[config.mk]
export PLATFORM = sky130hd
export DESIGN_NAME = wdg_guarded_reload
export DESIGN_NICKNAME = d
export VERILOG_FILES = /design/src/rtl/wdg_pkg.sv /design/src/rtl/wdg_tick_gen.sv /design/src/rtl/wdg_arm_ctrl.sv /design/src/rtl/wdg_count_core.sv /design/src/rtl/wdg_guarded_reload.sv
export SDC_FILE = /design/constraint.sdc
export NUM_CORES = 1
export LEC_CHECK = 0
export BUFFER_PORTS_ARGS = -buffer_cell sky130_fd_sc_hd__buf_2
export CORE_MARGIN = 1.5
export CORE_UTILIZATION = 50
export CTS_CLUSTER_SIZE = 12
export DETAILED_ROUTE_END_ITERATION = 10
export GPL_ROUTABILITY_DRIVEN = 0
export PLACE_DENSITY = 0.69
export SYNTH_ARGS = -nofsm -noshare
export SYNTH_HDL_FRONTEND = slang
export SYNTH_SLANG_ARGS = --single-unit
[constraint.sdc]
create_clock -name clk -period 2.1 [get_ports clk]
set_clock_uncertainty 0.15 [all_clocks]
set_input_delay 0.105 -clock clk [delete_from_list [all_inputs] [get_ports clk]]
set_output_delay 0.105 -clock clk [all_outputs]
set_load 0.005 [all_outputs]
[src/rtl/wdg_pkg.sv]
// Package: shared constants and types for the guarded-reload watchdog.
// Assumes: the counter width is fixed by the application at 8 bits by default.
package wdg_pkg;
    localparam int unsigned WDG_CNT_W_DEF   = 8;
    localparam int unsigned WDG_DIV_DEF     = 12;
    localparam int unsigned WDG_PRESC_W_DEF = 11;
    localparam int unsigned WDG_PULSE_DEF   = 4;

    // Next action on the arming flag, in priority order.
    typedef enum logic [1:0] {
        ARM_KEEP  = 2'd0,
        ARM_RAISE = 2'd1,
        ARM_DROP  = 2'd2
    } arm_op_e;
endpackage

[src/rtl/wdg_tick_gen.sv]
// Module: wdg_tick_gen
// Divides the clock by DIV (generate picks a bypass for DIV == 1), then by a
// PRESC_W-bit prescaler, and emits a one-cycle tick on each prescaler rollover.
// Assumes: clr_i is a one-cycle strobe from an accepted load. While en_i is
// low the whole chain is held at zero.
module wdg_tick_gen #(
    parameter int unsigned DIV     = 12,
    parameter int unsigned PRESC_W = 11
) (
    input  logic clk,
    input  logic rst_n,
    input  logic en_i,
    input  logic clr_i,
    input  logic idle_i,
    output logic tick_o
);
    localparam int unsigned DIV_W = (DIV > 1) ? $clog2(DIV) : 1;

    logic               stroke;
    logic [PRESC_W-1:0] pre_q;

    generate
        if (DIV > 1) begin : g_div
            logic [DIV_W-1:0] div_q;
            // Fixed-ratio divider: counts 0..DIV-1 while enabled.
            always_ff @(posedge clk) begin
                if (!rst_n || clr_i || !en_i)
                    div_q <= '0;
                else if (div_q == DIV_W'(DIV - 1))
                    div_q <= '0;
                else
                    div_q <= div_q + 1'b1;
            end
            assign stroke = en_i && (div_q == DIV_W'(DIV - 1));
        end else begin : g_nodiv
            assign stroke = en_i;
        end
    endgenerate

    // Prescaler: advances once per divider stroke.
    always_ff @(posedge clk) begin
        if (!rst_n || clr_i || !en_i)
            pre_q <= '0;
        else if (stroke)
            pre_q <= pre_q + 1'b1;
    end

    assign tick_o = stroke && (&pre_q);

    assert_tick_wraps_R2: assert property (@(posedge clk) disable iff (!rst_n)
        tick_o |=> (pre_q == '0));
    assert_chain_frozen_R7: assert property (@(posedge clk) disable iff (!rst_n)
        !en_i |=> (pre_q == '0) && !tick_o);
    assert_idle_runs_R8: assert property (@(posedge clk) disable iff (!rst_n)
        (idle_i && en_i && !clr_i && !tick_o) |=>
            ((pre_q == $past(pre_q)) || (pre_q == $past(pre_q) + 1'b1)));
endmodule

[src/rtl/wdg_arm_ctrl.sv]
// Module: wdg_arm_ctrl
// Holds the arming flag and decides whether a register write is a load.
// Assumes: ovf_i is the one-cycle overflow strobe from the counter core.
// Priority on the flag: overflow drop > set strobe > load drop.
module wdg_arm_ctrl
    import wdg_pkg::*;
(
    input  logic clk,
    input  logic rst_n,
    input  logic set_i,
    input  logic wr_i,
    input  logic ovf_i,
    output logic flag_o,
    output logic load_o
);
    logic    flag_q;
    arm_op_e op;

    assign load_o = wr_i && flag_q && !set_i;

    // Select the flag action for this cycle.
    always_comb begin
        if (ovf_i)       op = ARM_DROP;
        else if (set_i)  op = ARM_RAISE;
        else if (load_o) op = ARM_DROP;
        else             op = ARM_KEEP;
    end

    // Flag register.
    always_ff @(posedge clk) begin
        if (!rst_n)                flag_q <= 1'b0;
        else if (op == ARM_RAISE)  flag_q <= 1'b1;
        else if (op == ARM_DROP)   flag_q <= 1'b0;
    end

    assign flag_o = flag_q;

    assert_flag_clears_on_load_R5: assert property (@(posedge clk) disable iff (!rst_n)
        load_o |=> !flag_o);
    assert_collision_sets_flag_R6: assert property (@(posedge clk) disable iff (!rst_n)
        (set_i && wr_i && !ovf_i) |=> flag_o);
    assert_ovf_drops_flag_R3: assert property (@(posedge clk) disable iff (!rst_n)
        ovf_i |=> !flag_o);
endmodule

[src/rtl/wdg_count_core.sv]
// Module: wdg_count_core
// CNT_W-bit up-counter advanced by tick_i and loaded by load_i (the load wins).
// A tick at the maximum value is an overflow. It restarts the count from zero
// and stretches the reset output to PULSE_LEN cycles.
module wdg_count_core #(
    parameter int unsigned CNT_W     = 8,
    parameter int unsigned PULSE_LEN = 4
) (
    input  logic             clk,
    input  logic             rst_n,
    input  logic             load_i,
    input  logic [CNT_W-1:0] val_i,
    input  logic             tick_i,
    output logic             ovf_o,
    output logic             sys_rst_o
);
    localparam int unsigned PL_W = $clog2(PULSE_LEN + 1);

    logic [CNT_W-1:0] count_q;
    logic [PL_W-1:0]  pulse_q;

    assign ovf_o = tick_i && !load_i && (&count_q);

    // Counter: load, advance on tick, wrap to zero on overflow.
    always_ff @(posedge clk) begin
        if (!rst_n)      count_q <= '0;
        else if (load_i) count_q <= val_i;
        else if (tick_i) count_q <= count_q + 1'b1;
    end

    // Reset pulse stretcher.
    always_ff @(posedge clk) begin
        if (!rst_n)             pulse_q <= '0;
        else if (ovf_o)         pulse_q <= PL_W'(PULSE_LEN);
        else if (pulse_q != '0) pulse_q <= pulse_q - 1'b1;
    end

    assign sys_rst_o = (pulse_q != '0);

    assert_pulse_after_ovf_R1: assert property (@(posedge clk) disable iff (!rst_n)
        ovf_o |=> sys_rst_o);
    assert_hold_without_event_R4: assert property (@(posedge clk) disable iff (!rst_n)
        (!load_i && !tick_i) |=> (count_q == $past(count_q)));
    assert_load_beats_tick_R10: assert property (@(posedge clk) disable iff (!rst_n)
        (load_i && tick_i) |=> (count_q == $past(val_i)) && !ovf_o);
    assert_restart_zero_R3: assert property (@(posedge clk) disable iff (!rst_n)
        ovf_o |=> (count_q == '0));
endmodule

[src/rtl/wdg_guarded_reload.sv]
// Module: wdg_guarded_reload (top)
// Watchdog with an armed reload. It ties the tick chain, the arming control and
// the counter core together, and reports the power-down block.
// Assumes: all inputs are synchronous to clk; rst_n is synchronous active-low.
module wdg_guarded_reload
    import wdg_pkg::*;
#(
    parameter int unsigned CNT_W     = WDG_CNT_W_DEF,
    parameter int unsigned DIV_FIXED = WDG_DIV_DEF,
    parameter int unsigned PRESC_W   = WDG_PRESC_W_DEF,
    parameter int unsigned PULSE_LEN = WDG_PULSE_DEF
) (
    input  logic             clk,
    input  logic             rst_n,
    input  logic             reg_wr_i,
    input  logic [CNT_W-1:0] reg_wdata_i,
    input  logic             wd_en_i,
    input  logic             idle_i,
    input  logic             arm_set_i,
    output logic             sys_rst_o,
    output logic             arm_flag_o,
    output logic             pd_block_o
);
    logic load;
    logic tick;
    logic ovf;

    wdg_tick_gen #(.DIV(DIV_FIXED), .PRESC_W(PRESC_W)) u_tick (
        .clk(clk), .rst_n(rst_n), .en_i(wd_en_i), .clr_i(load),
        .idle_i(idle_i), .tick_o(tick)
    );

    wdg_arm_ctrl u_arm (
        .clk(clk), .rst_n(rst_n), .set_i(arm_set_i), .wr_i(reg_wr_i),
        .ovf_i(ovf), .flag_o(arm_flag_o), .load_o(load)
    );

    wdg_count_core #(.CNT_W(CNT_W), .PULSE_LEN(PULSE_LEN)) u_core (
        .clk(clk), .rst_n(rst_n), .load_i(load), .val_i(reg_wdata_i),
        .tick_i(tick), .ovf_o(ovf), .sys_rst_o(sys_rst_o)
    );

    assign pd_block_o = wd_en_i;

    assert_no_ovf_when_off_R7: assert property (@(posedge clk) disable iff (!rst_n)
        !wd_en_i |-> !ovf);
    assert_rejected_write_keeps_flag_R4: assert property (@(posedge clk) disable iff (!rst_n)
        (reg_wr_i && !arm_flag_o && !arm_set_i) |=> !arm_flag_o);
endmodule

# Word level (Yosys, flattened, before mapping)
# Index checks and enable logic that the tools add are counted.
# W data, S select, Z words.
[totals] reg_bits=27 in_bits=14 output_inout_bits=3 word_cells=43
[op_classes] add_sub_neg=4 eq_ne=3 mux=9 bitwise_logic=1 reduce_logical=20
[op_table] cell="$mux W8" n=2
[op_table] cell="$add A11 B1 Y11 const B" n=1
[op_table] cell="$reduce_and A11 Y1" n=1
[op_table] cell="$add A8 B1 Y8 const B" n=1
[op_table] cell="$reduce_and A8 Y1" n=1
[op_table] cell="$logic_and A1 B1 Y1" n=6
[op_table] cell="$mux W2" n=3
[op_table] cell="$mux W3" n=2
[op_table] cell="$reduce_bool A2 Y1" n=3
[op_table] cell="$add A4 B1 Y4 const B" n=1
[op_table] cell="$eq A4 B4 Y1 const B" n=1
[op_table] cell="$logic_not A1 Y1" n=4
[op_table] cell="$reduce_or A2 Y1" n=2
[op_table] cell="$reduce_bool A3 Y1" n=1
[op_table] cell="$sub A3 B1 Y3 const B" n=1
[op_table] cell="$eq A2 B1 Y1 const B" n=1
[op_table] cell="$eq A2 B2 Y1 const B" n=1
[op_table] cell="$logic_or A1 B1 Y1" n=2
[op_table] cell="$mux W1" n=2
[op_table] cell="$not A1 Y1" n=1

# Longest topological paths before layout
[logic_depth] depth_word=9 mapped_depth=8 mapped_depth_nobuf=8

# By module
# Synthesis repeated with hierarchy kept, for this count alone.
[unflattened] hier_cells=161 area_unflattened_um2=1435.1
[modules_own_cells] mod="wdg_tick_gen" n_inst=1 cells_each=80 area_per_inst_um2=732.0 seq_area_each_um2=300.3
[modules_own_cells] mod="wdg_count_core" n_inst=1 cells_each=74 area_per_inst_um2=636.9 seq_area_each_um2=220.2
[modules_own_cells] mod="wdg_arm_ctrl" n_inst=1 cells_each=6 area_per_inst_um2=58.8 seq_area_each_um2=20.0
[modules_own_cells] mod="wdg_guarded_reload" n_inst=1 cells_each=1 area_per_inst_um2=7.5 seq_area_each_um2=0.0

# Worst setup path after synthesis
# OpenSTA, ideal clock, no wires.
[synth_path] path_kind="flip-flop to flip-flop" startpoint="register u_tick.g_div.div_q[0]" endpoint="register u_arm.flag_q, in the netlist u_arm.flag_o" setup_time_ns=0.114 t_arrival_ns=1.992 required_ns=1.836 path_slack_ns=-0.157 path_stages_with_launch=9 path_buffers=0 period_less_slack_ns=2.257 cell_sequence="dfxtp_1 > ha_1 > nand4b_2 > nor4_1 > nand4_1 > and2_1 > ha_1 > mux2i_1 > nor2_1"
[synth_between] elab_chain_len=8 elab_cells_between_ends=10 cone_classes="eq/ne: 3; mux: 2; reduce/logical: 5"
[synth_lines] element="start, declared" line="wdg_tick_gen.sv:24" rtl="logic [DIV_W-1:0] div_q;"
[synth_lines] element="start signal, assigned" line="wdg_tick_gen.sv:32" rtl="div_q <= div_q + 1'b1;"
[synth_lines] element="$eq A4 B4 Y1 (*)" line="wdg_tick_gen.sv:34" rtl="assign stroke = en_i && (div_q == DIV_W'(DIV - 1));"
[synth_lines] element="$logic_and A1 B1 Y1 (*)" line="wdg_tick_gen.sv:34"
[synth_lines] element="$logic_and A1 B1 Y1 (*)" line="wdg_tick_gen.sv:48" rtl="assign tick_o = stroke && (&pre_q);"
[synth_lines] element="$logic_and A1 B1 Y1 (*) (2 in a row)" line="wdg_count_core.sv:22" rtl="assign ovf_o = tick_i && !load_i && (&count_q);"
[synth_lines] element="$mux W2 (*)" line="wdg_arm_ctrl.sv:23" rtl="if (ovf_i) op = ARM_DROP;"
[synth_lines] element="$eq A2 B1 Y1 / $eq A2 B2 Y1 (equally long branches)" line="wdg_arm_ctrl.sv:32, wdg_arm_ctrl.sv:33"
[synth_lines] element="$mux W1 / $reduce_bool A2 Y1 (equally long branches)"
[synth_lines] element="end signal, assigned" line="wdg_arm_ctrl.sv:31" rtl="if (!rst_n) flag_q <= 1'b0;"
[synth_lines] element="end signal, assigned" line="wdg_arm_ctrl.sv:32" rtl="else if (op == ARM_RAISE) flag_q <= 1'b1;"
[synth_lines] element="end signal, assigned" line="wdg_arm_ctrl.sv:33" rtl="else if (op == ARM_DROP) flag_q <= 1'b0;"
[synth_lines] element="end, declared" line="wdg_arm_ctrl.sv:16" rtl="logic flag_q;"
# Every way passes the cells marked *; elsewhere a longest branch is shown, timed or not.
# A chain may end at the register's enable or synchronous reset.

# Final worst setup path
[layout_path] startpoint="register u_tick.pre_q[1]" endpoint="register u_arm.flag_q, in the netlist u_arm.flag_o"
[layout_between] elab_chain_len=7 elab_cells_between_ends=9 cone_classes="eq/ne: 2; mux: 2; reduce/logical: 5"
[layout_lines] element="start, declared" line="wdg_tick_gen.sv:20" rtl="logic [PRESC_W-1:0] pre_q;"
[layout_lines] element="start signal, assigned" line="wdg_tick_gen.sv:45" rtl="pre_q <= pre_q + 1'b1;"
[layout_lines] element="$reduce_and A11 Y1 (*)" line="wdg_tick_gen.sv:48"
[layout_lines] element="$logic_and A1 B1 Y1 (*)" line="wdg_tick_gen.sv:48"
[layout_lines] element="$logic_and A1 B1 Y1 (*) (2 in a row)" line="wdg_count_core.sv:22"
[layout_lines] element="$mux W2 (*)" line="wdg_arm_ctrl.sv:23"
[layout_lines] element="$eq A2 B1 Y1 / $eq A2 B2 Y1 (equally long branches)" line="wdg_arm_ctrl.sv:32, wdg_arm_ctrl.sv:33"
[layout_lines] element="$mux W1 / $reduce_bool A2 Y1 (equally long branches)"
# Marked as above.

==> results.sh <==
export IMPL_cts_root_buf="clkbuf_4"
export IMPL_clkLatencyLatePin_ns=0.32
export IMPL_final_hold_viol_count=0
export IMPL_clkPwrFrac_pct=23.4
export IMPL_tns_ns=0
export IMPL_chipHeight_um=54.7
export IMPL_synthTopCellsByArea="dfxtp_1 40%, ha_1 6.5%, xor2_1 6.5%"
export IMPL_slew_violations=0
export IMPL_setup_viol=0
export IMPL_status="completed"
export IMPL_synth_flop_cell="dfxtp_1"
export IMPL_rrSetupSlack_ns=0.06
export IMPL_instances_no_fill=225
export IMPL_yosysMostFrequentCell="dfxtp_1"
export IMPL_die_area_um2=3000
export IMPL_core_area_um2=2500
export IMPL_p_comb_share_pct=18.2
export IMPL_min_period_over_period_pct=97.4
export IMPL_cp_end_kind="flop"
export IMPL_cts_tree="built"
export IMPL_grt_pass1_wl_mm=4.13
export IMPL_arrival_ns=2.12
export IMPL_worstSetupPathType="flop to flop"
export IMPL_ant_nets=0
export IMPL_critPathMaxFanout=3
export IMPL_relSlewSlack_pct=61.1
export IMPL_nets=217
export IMPL_dp_slack_ns=-0.0146
export IMPL_synth_cells=154
export IMPL_cp_required_ns=2.18
export IMPL_switching_share_pct=25.4
export IMPL_grt_usage_pct=18.7
export IMPL_netlist_area_um2=1340
export IMPL_ys_async_sr_fraction_pct=0
export IMPL_irDropWorstVdd_v=0.000470
export IMPL_synth_seq_cells=27
export IMPL_n_fill_cell=217
export IMPL_synth_seq_area_share_pct=40.4
export IMPL_synth_nets=175
export IMPL_yosys_warnings=0
export IMPL_clockBufferDepth=2
export IMPL_n_antenna_cell=0
export IMPL_wire_per_inst_um=11.4
export IMPL_grt_overflow_total=0
export IMPL_grt_max_degree=16
export IMPL_drc=0
export IMPL_worst_pin_slew_ns=0.583
export IMPL_max_freq_mhz=489
export IMPL_synth_top_area_cell="dfxtp_1"
export IMPL_cts_sinks=27
export IMPL_clkTransAtPathRegs_ns=0.14
export IMPL_row_count=18
export IMPL_avgViaCountPerCell=5.06
export IMPL_period_needed_ns=2.04
export IMPL_maxCapViolations=0
export IMPL_die_w_um=54.7
export IMPL_power_density_nw_per_um2=546
export IMPL_antenna_found_initial=0
export IMPL_htreeDepth=1
export IMPL_hold_path_class="input port to flop"
export IMPL_intPower_mw=0.702
export IMPL_dp_final_hpwl_mm=1.82
export IMPL_synth_cell_types=28
export IMPL_area_growth_pct=28.8
export IMPL_drt_iter0_markers=21
export IMPL_power_switching_mw=0.239
export IMPL_start_kind="flop"
export IMPL_boundaryPins=17
export IMPL_dp_cells=209
export IMPL_seqPwrFrac_pct=58.4
export IMPL_synth_avg_cell_area_um2=8.69
export IMPL_finalPower_mw=0.941
export IMPL_leakage_nw=0.704
export IMPL_first_pass_iters=4
export IMPL_rsz0062_at_grt="yes"
export IMPL_synth_top_cell_area_share_pct=40.4
export IMPL_synth_edf_count=0
export IMPL_vias=1138
export IMPL_first_global_vias=1032
export IMPL_setup_slack_ns=0.0552
export IMPL_drive_above_1_share_pct=25.6
export IMPL_start_util_pct=53.6
export IMPL_cts_made_buffers=3
export IMPL_port_buffers=15
export IMPL_drt_wl_total_mm=2.57
export IMPL_synth_common_cells="27 x dfxtp_1, 22 x nand2_1, 16 x nor2_1"
==> worst max-delay path: stages, from the launching register on <==
cell	delay (ns)
dfxtp_2	0.39
ha_4	0.14
inv_2	0.05
nor4_4	0.33
nand4_1	0.18
and2_1	0.19
ha_1	0.29
mux2i_1	0.17
nor2_1	0.06
==> through the flow <==
stage / hold slack [ns] / area, um^2 / utilization [%]
2_1_floorplan: 0.0636 / 1350 / -
3_3_place_gp: 0.149 / 1550 / 61.8
3_5_place_dp: 0.154 / 1550 / 61.8
4_1_cts: 0.144 / 1700 / 67.8
5_1_grt: 0.192 / 1720 / 69.0
6_report: 0.157 / 1720 / 69.0
==> repair_timing <==
item	CTS	global route
setup buffers	1	2
gates resized for setup	7	4
hold endpoints to repair	12	0
endpoints found under the setup margin	1	1
pin swaps	4	6
hold buffers	9	0
==> final timing paths <==
| path | start | to | depth (start not counted) |
|---|---|---|---|
| setup reg to reg | u_tick.pre_q[1]$_SDFFE_PP0P_ | u_arm.flag_o$_SDFFE_PN0P_ | 8 |
| hold / removal | arm_set_i | u_arm.flag_o$_SDFFE_PN0P_ | 5 |
| setup / recovery | u_tick.pre_q[1]$_SDFFE_PP0P_ | u_arm.flag_o$_SDFFE_PN0P_ | 8 |
| hold reg to reg | u_tick.pre_q[7]$_SDFFE_PP0P_ | u_tick.pre_q[7]$_SDFFE_PP0P_ | 2 |
==> cell families (layout without fill, tap and decap cells) <==
logic type	Yosys count	in the layout	share of synthesized area, %
buf+inv	11	52	3.36
simple gates	74	74	29.8
fa+ha+maj	7	7	6.54
xor+xnor	19	19	12.4
flops	27	27	40.4
mux	4	4	2.99
compound gates	12	12	4.49
==> routing by layer <==
layer / routed length (um) / track usage (%) / up-vias / share of wire [%]
li1: - / - / 603 / -
met1: 1150 / 21.8 / 517 / 45
met2: 1320 / 35.3 / 16 / 51
met3: 75 / 2.46 / 2 / 2.9
met4: 15 / 5.00 / 0 / 0.58
met5: 0 / 0 / - / 0
==> flip-flops by register name (all words and copies together) (netlist names) <==
name / count
u_arm.flag_o: 1
u_core.count_q: 8
u_core.pulse_q: 3
u_tick.g_div.div_q: 4
u_tick.pre_q: 11
==> power groups by stage <==
stage / Combinational (mW) / Sequential, mW / Clock, mW
2_1_floorplan: 0.114 / 0.557 / 0
3_3_place_gp: 0.152 / 0.558 / 0
3_5_place_dp: 0.158 / 0.560 / 0
4_1_cts: 0.176 / 0.549 / 0.224
5_1_grt: 0.201 / 0.552 / 0.245
6_report: 0.172 / 0.550 / 0.220
==> cell type report <==
class	instances	area [um^2]	area share, %
repair buffers	39	278	16.1
clock buffers	4	26.3	1.52
inverters	9	33.8	1.96
flip-flops and latches	27	547	31.7
multi-input cells	116	802	46.5
well taps	30	37.5	2.18
==> placed cells by master (no fill, tap or decap), types with 7 or more instances in the layout <==
cell type      Yosys  final
buf_2              0     15
buf_4              1     15
dfxtp_1           27     22
dlygate4sd3_1      0      9
inv_1              9      8
nand2_1           22     22
nand3_1            7      7
nor2_1            16     16
xnor2_1            9      9
xor2_1            10     10
Power figures use the tool's default switching activity.
